`src/rtl/segdac_pkg.sv`:
```
// Package: shared constants and width helpers for the segmented DAC encoder.
// Assumes callers pass an MSB field width inside the supported range.
package segdac_pkg;

    // Supported range of the unary field width.
    localparam int unsigned SEG_MSB_MIN = 3;
    localparam int unsigned SEG_MSB_MAX = 5;

    // Clocks from code input to segment outputs.
    localparam int unsigned SEG_LATENCY = 2;

    // Number of thermometer lines for an n-bit field.
    function automatic int unsigned unary_lines(input int unsigned n);
        return (1 << n) - 1;
    endfunction

endpackage

```
`src/rtl/segdac_capture.sv`:
```
// Module: first pipeline stage. Registers the full input code and its
// valid flag on every clock, whether or not the code is flagged valid.
// Assumes: synchronous active-low reset; inputs are stable at the rising edge.
module segdac_capture #(
    parameter int unsigned WIDTH = 16
) (
    input  logic             clk,
    input  logic             rst_n,
    input  logic [WIDTH-1:0] d_code,
    input  logic             d_valid,
    output logic [WIDTH-1:0] q_code,
    output logic             q_valid
);

    // Purpose: capture the code and flag, or clear them while in reset.
    always_ff @(posedge clk) begin
        if (!rst_n) begin
            q_code  <= '0;
            q_valid <= 1'b0;
        end else begin
            q_code  <= d_code;
            q_valid <= d_valid;
        end
    end

endmodule

```
`src/rtl/segdac_therm_dec.sv`:
```
// Module: combinational binary-to-thermometer decoder. Line k is high
// when the field value exceeds k, so value m lights lines 0..m-1.
// Assumes: LINES == 2**FIELD_W - 1 and FIELD_W is small (3..5).
module segdac_therm_dec #(
    parameter int unsigned FIELD_W = 4,
    parameter int unsigned LINES   = 15
) (
    input  logic [FIELD_W-1:0] field,
    output logic [LINES-1:0]   lines
);

    // One magnitude comparator per line; generated for each line index.
    for (genvar k = 0; k < LINES; k++) begin : g_line
        // Purpose: assert line k when the field is above k.
        always_comb lines[k] = (field > FIELD_W'(k));
    end

endmodule

```
`src/rtl/segdac_align_pipe.sv`:
```
// Module: register chain of DEPTH stages used to balance path latency.
// Assumes: DEPTH >= 1; synchronous active-low reset clears every stage.
module segdac_align_pipe #(
    parameter int unsigned WIDTH = 8,
    parameter int unsigned DEPTH = 1
) (
    input  logic             clk,
    input  logic             rst_n,
    input  logic [WIDTH-1:0] din,
    output logic [WIDTH-1:0] dout
);

    logic [WIDTH-1:0] stage [DEPTH];

    for (genvar s = 0; s < DEPTH; s++) begin : g_stage
        if (s == 0) begin : g_head
            // Purpose: load the first stage from the input.
            always_ff @(posedge clk) begin
                if (!rst_n) stage[s] <= '0;
                else        stage[s] <= din;
            end
        end else begin : g_body
            // Purpose: shift the previous stage forward.
            always_ff @(posedge clk) begin
                if (!rst_n) stage[s] <= '0;
                else        stage[s] <= stage[s-1];
            end
        end
    end

    assign dout = stage[DEPTH-1];

endmodule

```
`src/rtl/segdac_encoder.sv`:
```
// Module: top of the segmented DAC encoder. Stage 1 captures the code.
// Stage 2 registers the decoded unary lines and, through a pipe of the
// same depth, the binary bits and the valid flag, so every output changes
// on the same edge.
// Assumes: MSB_W in 3..5 and CODE_W > MSB_W; inputs settle before the
// rising edge.
module segdac_encoder
    import segdac_pkg::*;
#(
    parameter int unsigned CODE_W = 16,
    parameter int unsigned MSB_W  = 4
) (
    input  logic                              clk,
    input  logic                              rst_n,
    input  logic [CODE_W-1:0]                 code_in,
    input  logic                              code_valid,
    output logic [unary_lines(MSB_W)-1:0]     seg_unary,
    output logic [CODE_W-MSB_W-1:0]           seg_binary,
    output logic                              seg_valid
);

    localparam int unsigned THERM_W  = unary_lines(MSB_W);
    localparam int unsigned LSB_W    = CODE_W - MSB_W;
    localparam int unsigned TAIL_DEP = SEG_LATENCY - 1;

    // Elaboration-time range check of the field width.
    initial begin
        a_cfg_msb_range: assert (MSB_W >= SEG_MSB_MIN && MSB_W <= SEG_MSB_MAX && CODE_W > MSB_W)
            else $error("segdac_encoder: unsupported MSB_W %0d", MSB_W);
    end

    logic [CODE_W-1:0]  cap_code;
    logic               cap_valid;
    logic [THERM_W-1:0] dec_lines;
    logic [LSB_W:0]     tail_out;

    segdac_capture #(.WIDTH(CODE_W)) u_capture (
        .clk     (clk),
        .rst_n   (rst_n),
        .d_code  (code_in),
        .d_valid (code_valid),
        .q_code  (cap_code),
        .q_valid (cap_valid)
    );

    segdac_therm_dec #(.FIELD_W(MSB_W), .LINES(THERM_W)) u_dec (
        .field (cap_code[CODE_W-1 -: MSB_W]),
        .lines (dec_lines)
    );

    segdac_align_pipe #(.WIDTH(THERM_W), .DEPTH(TAIL_DEP)) u_unary_reg (
        .clk   (clk),
        .rst_n (rst_n),
        .din   (dec_lines),
        .dout  (seg_unary)
    );

    segdac_align_pipe #(.WIDTH(LSB_W + 1), .DEPTH(TAIL_DEP)) u_binary_reg (
        .clk   (clk),
        .rst_n (rst_n),
        .din   ({cap_valid, cap_code[LSB_W-1:0]}),
        .dout  (tail_out)
    );

    assign seg_binary = tail_out[LSB_W-1:0];
    assign seg_valid  = tail_out[LSB_W];

    // ---------------- assertions ----------------
    // Counts clocks since reset release so $past(…,2) only sees sampled inputs.
    logic [1:0] warm_cnt;
    // Purpose: saturating count of clocks out of reset.
    always_ff @(posedge clk) begin
        if (!rst_n)               warm_cnt <= '0;
        else if (warm_cnt != 2'd2) warm_cnt <= warm_cnt + 2'd1;
    end
    logic warm;
    assign warm = (warm_cnt == 2'd2);

    logic [THERM_W-1:0] unary_plus1;
    assign unary_plus1 = seg_unary + THERM_W'(1);

    // number of lit lines equals the field value two clocks back.
    a_r1_line_count: assert property (@(posedge clk) disable iff (!rst_n)
        warm |-> ($countones(seg_unary) == int'($past(code_in[CODE_W-1 -: MSB_W], 2))));

    // lit lines form a contiguous run starting at bit 0.
    a_r2_contiguous: assert property (@(posedge clk) disable iff (!rst_n)
        $onehot0(unary_plus1));

    // binary bits are the low code bits with the same latency.
    a_r3_binary_pass: assert property (@(posedge clk) disable iff (!rst_n)
        warm |-> (seg_binary == $past(code_in[LSB_W-1:0], 2)));

    // valid flag delayed by the pipeline latency.
    a_r5_valid_delay: assert property (@(posedge clk) disable iff (!rst_n)
        warm |-> (seg_valid == $past(code_valid, 2)));

    // outputs are clear on the first clock after reset is released.
    a_r6_reset_clear: assert property (@(posedge clk) disable iff (!rst_n)
        $rose(rst_n) |-> (seg_unary == '0 && seg_binary == '0 && !seg_valid));

endmodule

```
`config.mk`:
```
export PLATFORM = sky130hd
export DESIGN_NAME = segdac_encoder
export DESIGN_NICKNAME = d
export VERILOG_FILES = /design/src/rtl/segdac_pkg.sv /design/src/rtl/segdac_capture.sv /design/src/rtl/segdac_therm_dec.sv /design/src/rtl/segdac_align_pipe.sv /design/src/rtl/segdac_encoder.sv
export SDC_FILE = /design/constraint.sdc
export NUM_CORES = 1
export LEC_CHECK = 0
export ABC_AREA = 1
export CAP_MARGIN = 20
export CORE_MARGIN = 2
export CORE_UTILIZATION = 47
export CTS_CLUSTER_SIZE = 20
export DETAILED_ROUTE_END_ITERATION = 7
export GPL_ROUTABILITY_DRIVEN = 0
export HOLD_SLACK_MARGIN = 0.12
export PLACE_DENSITY = 0.82
export SLEW_MARGIN = 20
export SYNTH_ARGS = -nofsm -noshare
export SYNTH_HDL_FRONTEND = slang
export SYNTH_HIERARCHICAL = 1
export SYNTH_SLANG_ARGS = --single-unit
```
`constraint.sdc`:
```
create_clock -name clk -period 2.1 [get_ports clk]
set_input_delay 0.315 -clock clk [delete_from_list [all_inputs] [get_ports clk]]
set_output_delay 0.315 -clock clk [all_outputs]
set_load 0.1 [all_outputs]
```
==> run_summary.xml <==
<?xml version="1.0" encoding="UTF-8"?>
<metrics>
  <group name="yosys">
    <metric name="synth.area.mux_share" unit="%">0</metric>
    <metric name="library_cell_occupying_the_most_area_in_the_post_synthesis_netlist" unit="">sky130_fd_sc_hd__dfxtp_1</metric>
    <metric name="netlist_top_cells_area" unit="">sky130_fd_sc_hd__dfxtp_1 64%, sky130_fd_sc_hd__nand2_1 14%, sky130_fd_sc_hd__inv_1 13%</metric>
    <metric name="synth-xor-area-share" unit="%">0</metric>
    <metric name="postSynth.asyncResetShare" unit="%">0</metric>
    <metric name="synth_top_area_share" unit="%">64.11</metric>
    <metric name="ys_warn_count" unit="">6</metric>
    <metric name="synth_fa_ha_area_share" unit="%">0</metric>
    <metric name="synth-compound-area-share" unit="%">1.603</metric>
    <metric name="synthesis.area" unit="um2">1405</metric>
    <metric name="synth_cell_types" unit="">12</metric>
    <metric name="synth_sequential_area_ratio" unit="%">64.11</metric>
    <metric name="ys_dominant_reg_cell" unit="">sky130_fd_sc_hd__dfxtp_1</metric>
    <metric name="synth.top_cells.by_count" unit="">53 x sky130_fd_sc_hd__nand2_1, 50 x sky130_fd_sc_hd__inv_1, 45 x sky130_fd_sc_hd__dfxtp_1</metric>
    <metric name="combinational_family_with_the_most_area_after_synthesis" unit="">simple AND/OR/NAND/NOR gates</metric>
    <metric name="postSynthCellCount" unit="">165</metric>
    <metric name="post_synthesis_share_of_cell_area_spent_on_and_or_nand_and_nor_gates" unit="%">17.19</metric>
    <metric name="synth.net_count" unit="">184</metric>
    <metric name="yosys.cell_count.top_type" unit="">sky130_fd_sc_hd__nand2_1</metric>
    <metric name="synth_edf_count" unit="">0</metric>
    <metric name="postSynthAreaPerCell" unit="um2">8.516</metric>
    <metric name="synth.ff_latch_count" unit="">45</metric>
  </group>
  <group name="final_layout">
    <metric name="post_route_cells_drive_above_1_share" unit="%">19.07</metric>
    <metric name="syn2layout_area_growth" unit="%">31.79</metric>
    <metric name="layoutNonFillerInstCount" unit="">246</metric>
    <metric name="final_nets" unit="">234</metric>
    <metric name="area_taken_by_multi_input_logic_gates" unit="um2">264.0</metric>
    <metric name="antenna_cells_inserted" unit="">0</metric>
    <metric name="layout.area.seq" unit="um2">900.9</metric>
    <metric name="finalCoreUtilization" unit="%">66.01</metric>
    <metric name="num-fill-cells" unit="">248</metric>
  </group>
  <group name="global_route">
    <metric name="grt_overflow" unit="">0</metric>
    <metric name="globalRouteMet3Util" unit="%">7.253</metric>
    <metric name="grt_pass1_vias" unit="">810</metric>
    <metric name="grt_start_max_net_pins" unit="">19</metric>
    <metric name="global_route.usage.met2" unit="%">20.06</metric>
    <metric name="grt_util_all_layers" unit="%">13.26</metric>
    <metric name="global_route_wire_length_before_repair" unit="um">3270</metric>
    <metric name="grt.met1_usage" unit="%">15.10</metric>
    <metric name="grt_busiest_layer" unit="">met2</metric>
    <metric name="grt_antenna_before_repair" unit="">0</metric>
  </group>
  <group name="detailed_routing">
    <metric name="drt_iter0_markers" unit="">21</metric>
    <metric name="count_of_nets_left_with_antenna_violations_after_detail_routing" unit="">0</metric>
    <metric name="drt-wirelength-per-cell" unit="um">7.748</metric>
    <metric name="drt-vias-per-instance" unit="">3.919</metric>
    <metric name="first_pass_iters" unit="">6</metric>
    <metric name="dr_total_vias" unit="">964</metric>
    <metric name="drc_errors" unit="">4</metric>
    <metric name="drt_wl_total" unit="um">1906</metric>
  </group>
  <group name="worst_setup_path">
    <metric name="critical_path.max_fanout" unit="">1</metric>
    <metric name="largest_delay_share_family_worst_path" unit="">flip-flops</metric>
    <metric name="timing.critical_path.to_type" unit="">primary output</metric>
    <metric name="critical_path.cell_chain" unit="">buf_4</metric>
    <metric name="timing.critical_path.slowest_stage_cell" unit="">sky130_fd_sc_hd__dfxtp_1</metric>
    <metric name="timing.critical_path.buf_inv" unit="">1</metric>
    <metric name="crit_required" unit="ns">1.78</metric>
    <metric name="setup.worst_path.class" unit="">reg -&gt; out</metric>
    <metric name="worstPathArrival" unit="ns">0.96</metric>
    <metric name="critPathMaxStageDelay" unit="ns">0.34</metric>
    <metric name="worstSetupStartpointType" unit="">flop</metric>
  </group>
  <group name="place">
    <metric name="dp_slack" unit="ns">0.5871</metric>
    <metric name="hpwl" unit="um">1440</metric>
    <metric name="dpl.cell_count" unit="">239</metric>
    <metric name="io_buffer_count" unit="">46</metric>
  </group>
  <group name="floorplan">
    <metric name="core.rowCount" unit="">19</metric>
    <metric name="core_region_area" unit="um2">2805</metric>
    <metric name="chipWidth" unit="um">58.68</metric>
    <metric name="ios" unit="">47</metric>
    <metric name="die_height" unit="um">58.68</metric>
    <metric name="starting_density" unit="%">50.09</metric>
    <metric name="fp.dieArea" unit="um2">3443</metric>
  </group>
  <group name="sta">
    <metric name="fmax" unit="GHz">0.7854</metric>
    <metric name="finalWorstPathRequiredPeriod" unit="ns">1.273</metric>
    <metric name="grt_setup_unrepaired" unit="">false</metric>
    <metric name="tightestPinTransition" unit="ns">0.3686</metric>
    <metric name="fin_hold_ws" unit="ns">0.4161</metric>
    <metric name="final.period_utilization" unit="%">60.63</metric>
    <metric name="finClkSkew" unit="ns">0.003874</metric>
    <metric name="hold_viol_final" unit="">0</metric>
    <metric name="slew-limit-headroom" unit="%">75.35</metric>
    <metric name="drv_slew" unit="">0</metric>
    <metric name="final.setup.worst_slack" unit="ns">0.8268</metric>
    <metric name="setup_total_negative_slack" unit="ns">0</metric>
    <metric name="final-setup-viol-count" unit="">0</metric>
  </group>
  <group name="pwr">
    <metric name="power.ir.vdd_worst" unit="mV">0.5960</metric>
    <metric name="pwr_density_cell" unit="nW/um2">849.8</metric>
    <metric name="power.static_leakage" unit="nW">1.164</metric>
  </group>
  <group name="outcome">
    <metric name="failed_checks" unit="">DRC</metric>
    <metric name="status" unit="">finished with violations</metric>
  </group>
  <group name="cts">
    <metric name="cts.sink_count" unit="">45</metric>
    <metric name="tritoncts" unit="">yes</metric>
    <metric name="tritoncts.num_buffers" unit="">5</metric>
    <metric name="clk_latency" unit="ns">0.33</metric>
    <metric name="clk_root_buffer_cell" unit="">sky130_fd_sc_hd__clkbuf_4</metric>
    <metric name="number_of_setup_buffers_added_after_cts" unit="">0</metric>
    <metric name="cts-root-to-sink-buffers" unit="">2</metric>
    <metric name="post_cts_resize_count" unit="">0</metric>
    <metric name="clk_pin_slew_worst_paths" unit="ns">0.11</metric>
    <metric name="holdBufCountCts" unit="">0</metric>
    <metric name="cts-htree-levels" unit="">2</metric>
  </group>
  <group name="min_path">
    <metric name="worstHoldPathType" unit="">reg -&gt; reg</metric>
  </group>
  <group name="flow_run">
    <metric name="timing.max_cap.violations" unit="">0</metric>
  </group>
</metrics>
power breakdown:
part           leakage (nW)  internal, mW  switching (mW)  total [mW]
logic                 0.761        0.0759           0.208       0.284
clock network        0.0314         0.158           0.226       0.384
registers             0.372         0.892          0.0136       0.906
total                  1.16          1.13           0.447        1.57
cell usage in the layout (no fill, tap or decap):
cell type	netlist	final
sky130_fd_sc_hd__nand2_1	53	53
sky130_fd_sc_hd__inv_1	50	50
sky130_fd_sc_hd__dfxtp_1	45	45
sky130_fd_sc_hd__buf_4	0	30
sky130_fd_sc_hd__clkdlybuf4s50_1	0	18
sky130_fd_sc_hd__clkbuf_4	0	5
sky130_fd_sc_hd__nor2_1	5	5
sky130_fd_sc_hd__nand2_2	3	3
sky130_fd_sc_hd__clkbuf_8	0	1
sky130_fd_sc_hd__clkbuf_1	1	1
sky130_fd_sc_hd__o21ai_0	1	1
sky130_fd_sc_hd__o21ai_2	1	1
sky130_fd_sc_hd__nand3_1	1	1
sky130_fd_sc_hd__a21oi_2	1	1
registers in the layout (all words and copies together) (netlist names):
name                count
u_binary_reg/stage     13
u_capture/q_code       16
u_capture/q_valid       1
u_unary_reg/stage      15
kinds of logic (layout without fill, tap and decap cells):
group	Yosys count	count (layout)
buffers and inverters	55	105
DFF	45	45
AOI/OAI and AO/OA	3	3
and+or+nand+nor	62	62
worst paths after layout:
check | startpoint | endpoint | slack, ns | depth (start not counted)
max | u_binary_reg/stage[0][10]$_SDFF_PN0_ | seg_binary[10] | 0.83 | 1
min reg2reg | u_capture/q_code[11]$_SDFF_PN0_ | u_binary_reg/stage[0][11]$_SDFF_PN0_ | 0.42 | 2
max reg2reg | u_capture/q_code[15]$_SDFF_PN0_ | u_unary_reg/stage[0][1]$_SDFF_PN0_ | 1.18 | 4
min | u_capture/q_code[11]$_SDFF_PN0_ | u_binary_reg/stage[0][11]$_SDFF_PN0_ | 0.42 | 2
stage by stage:
step / instance area [um2] / power, mW
after global routing: 1852 / 1.657
after detailed placement: 1797 / 1.211
final: 1852 / 1.574
after global placement: 1797 / 1.208
after floorplan: 1405 / 1.138
after CTS: 1852 / 1.592
per-layer routing:
layer  share of wire [%]  vias to the layer above
met2                  45                       33
met5                   0                        -
li1                    -                      546
met4                 2.0                        0
met1                  45                      380
met3                 7.5                        5
layout make-up:
| type | instances | area share, % |
|---|---|---|
| Clock buffer | 7 | 2.973 |
| Inverter | 50 | 10.14 |
| Multi-Input combinational cell | 65 | 14.26 |
| Sequential cell | 45 | 48.65 |
| Tap cell | 31 | 2.095 |
| Timing Repair Buffer | 48 | 21.89 |
Note: power is estimated with default switching activity, not from simulation.
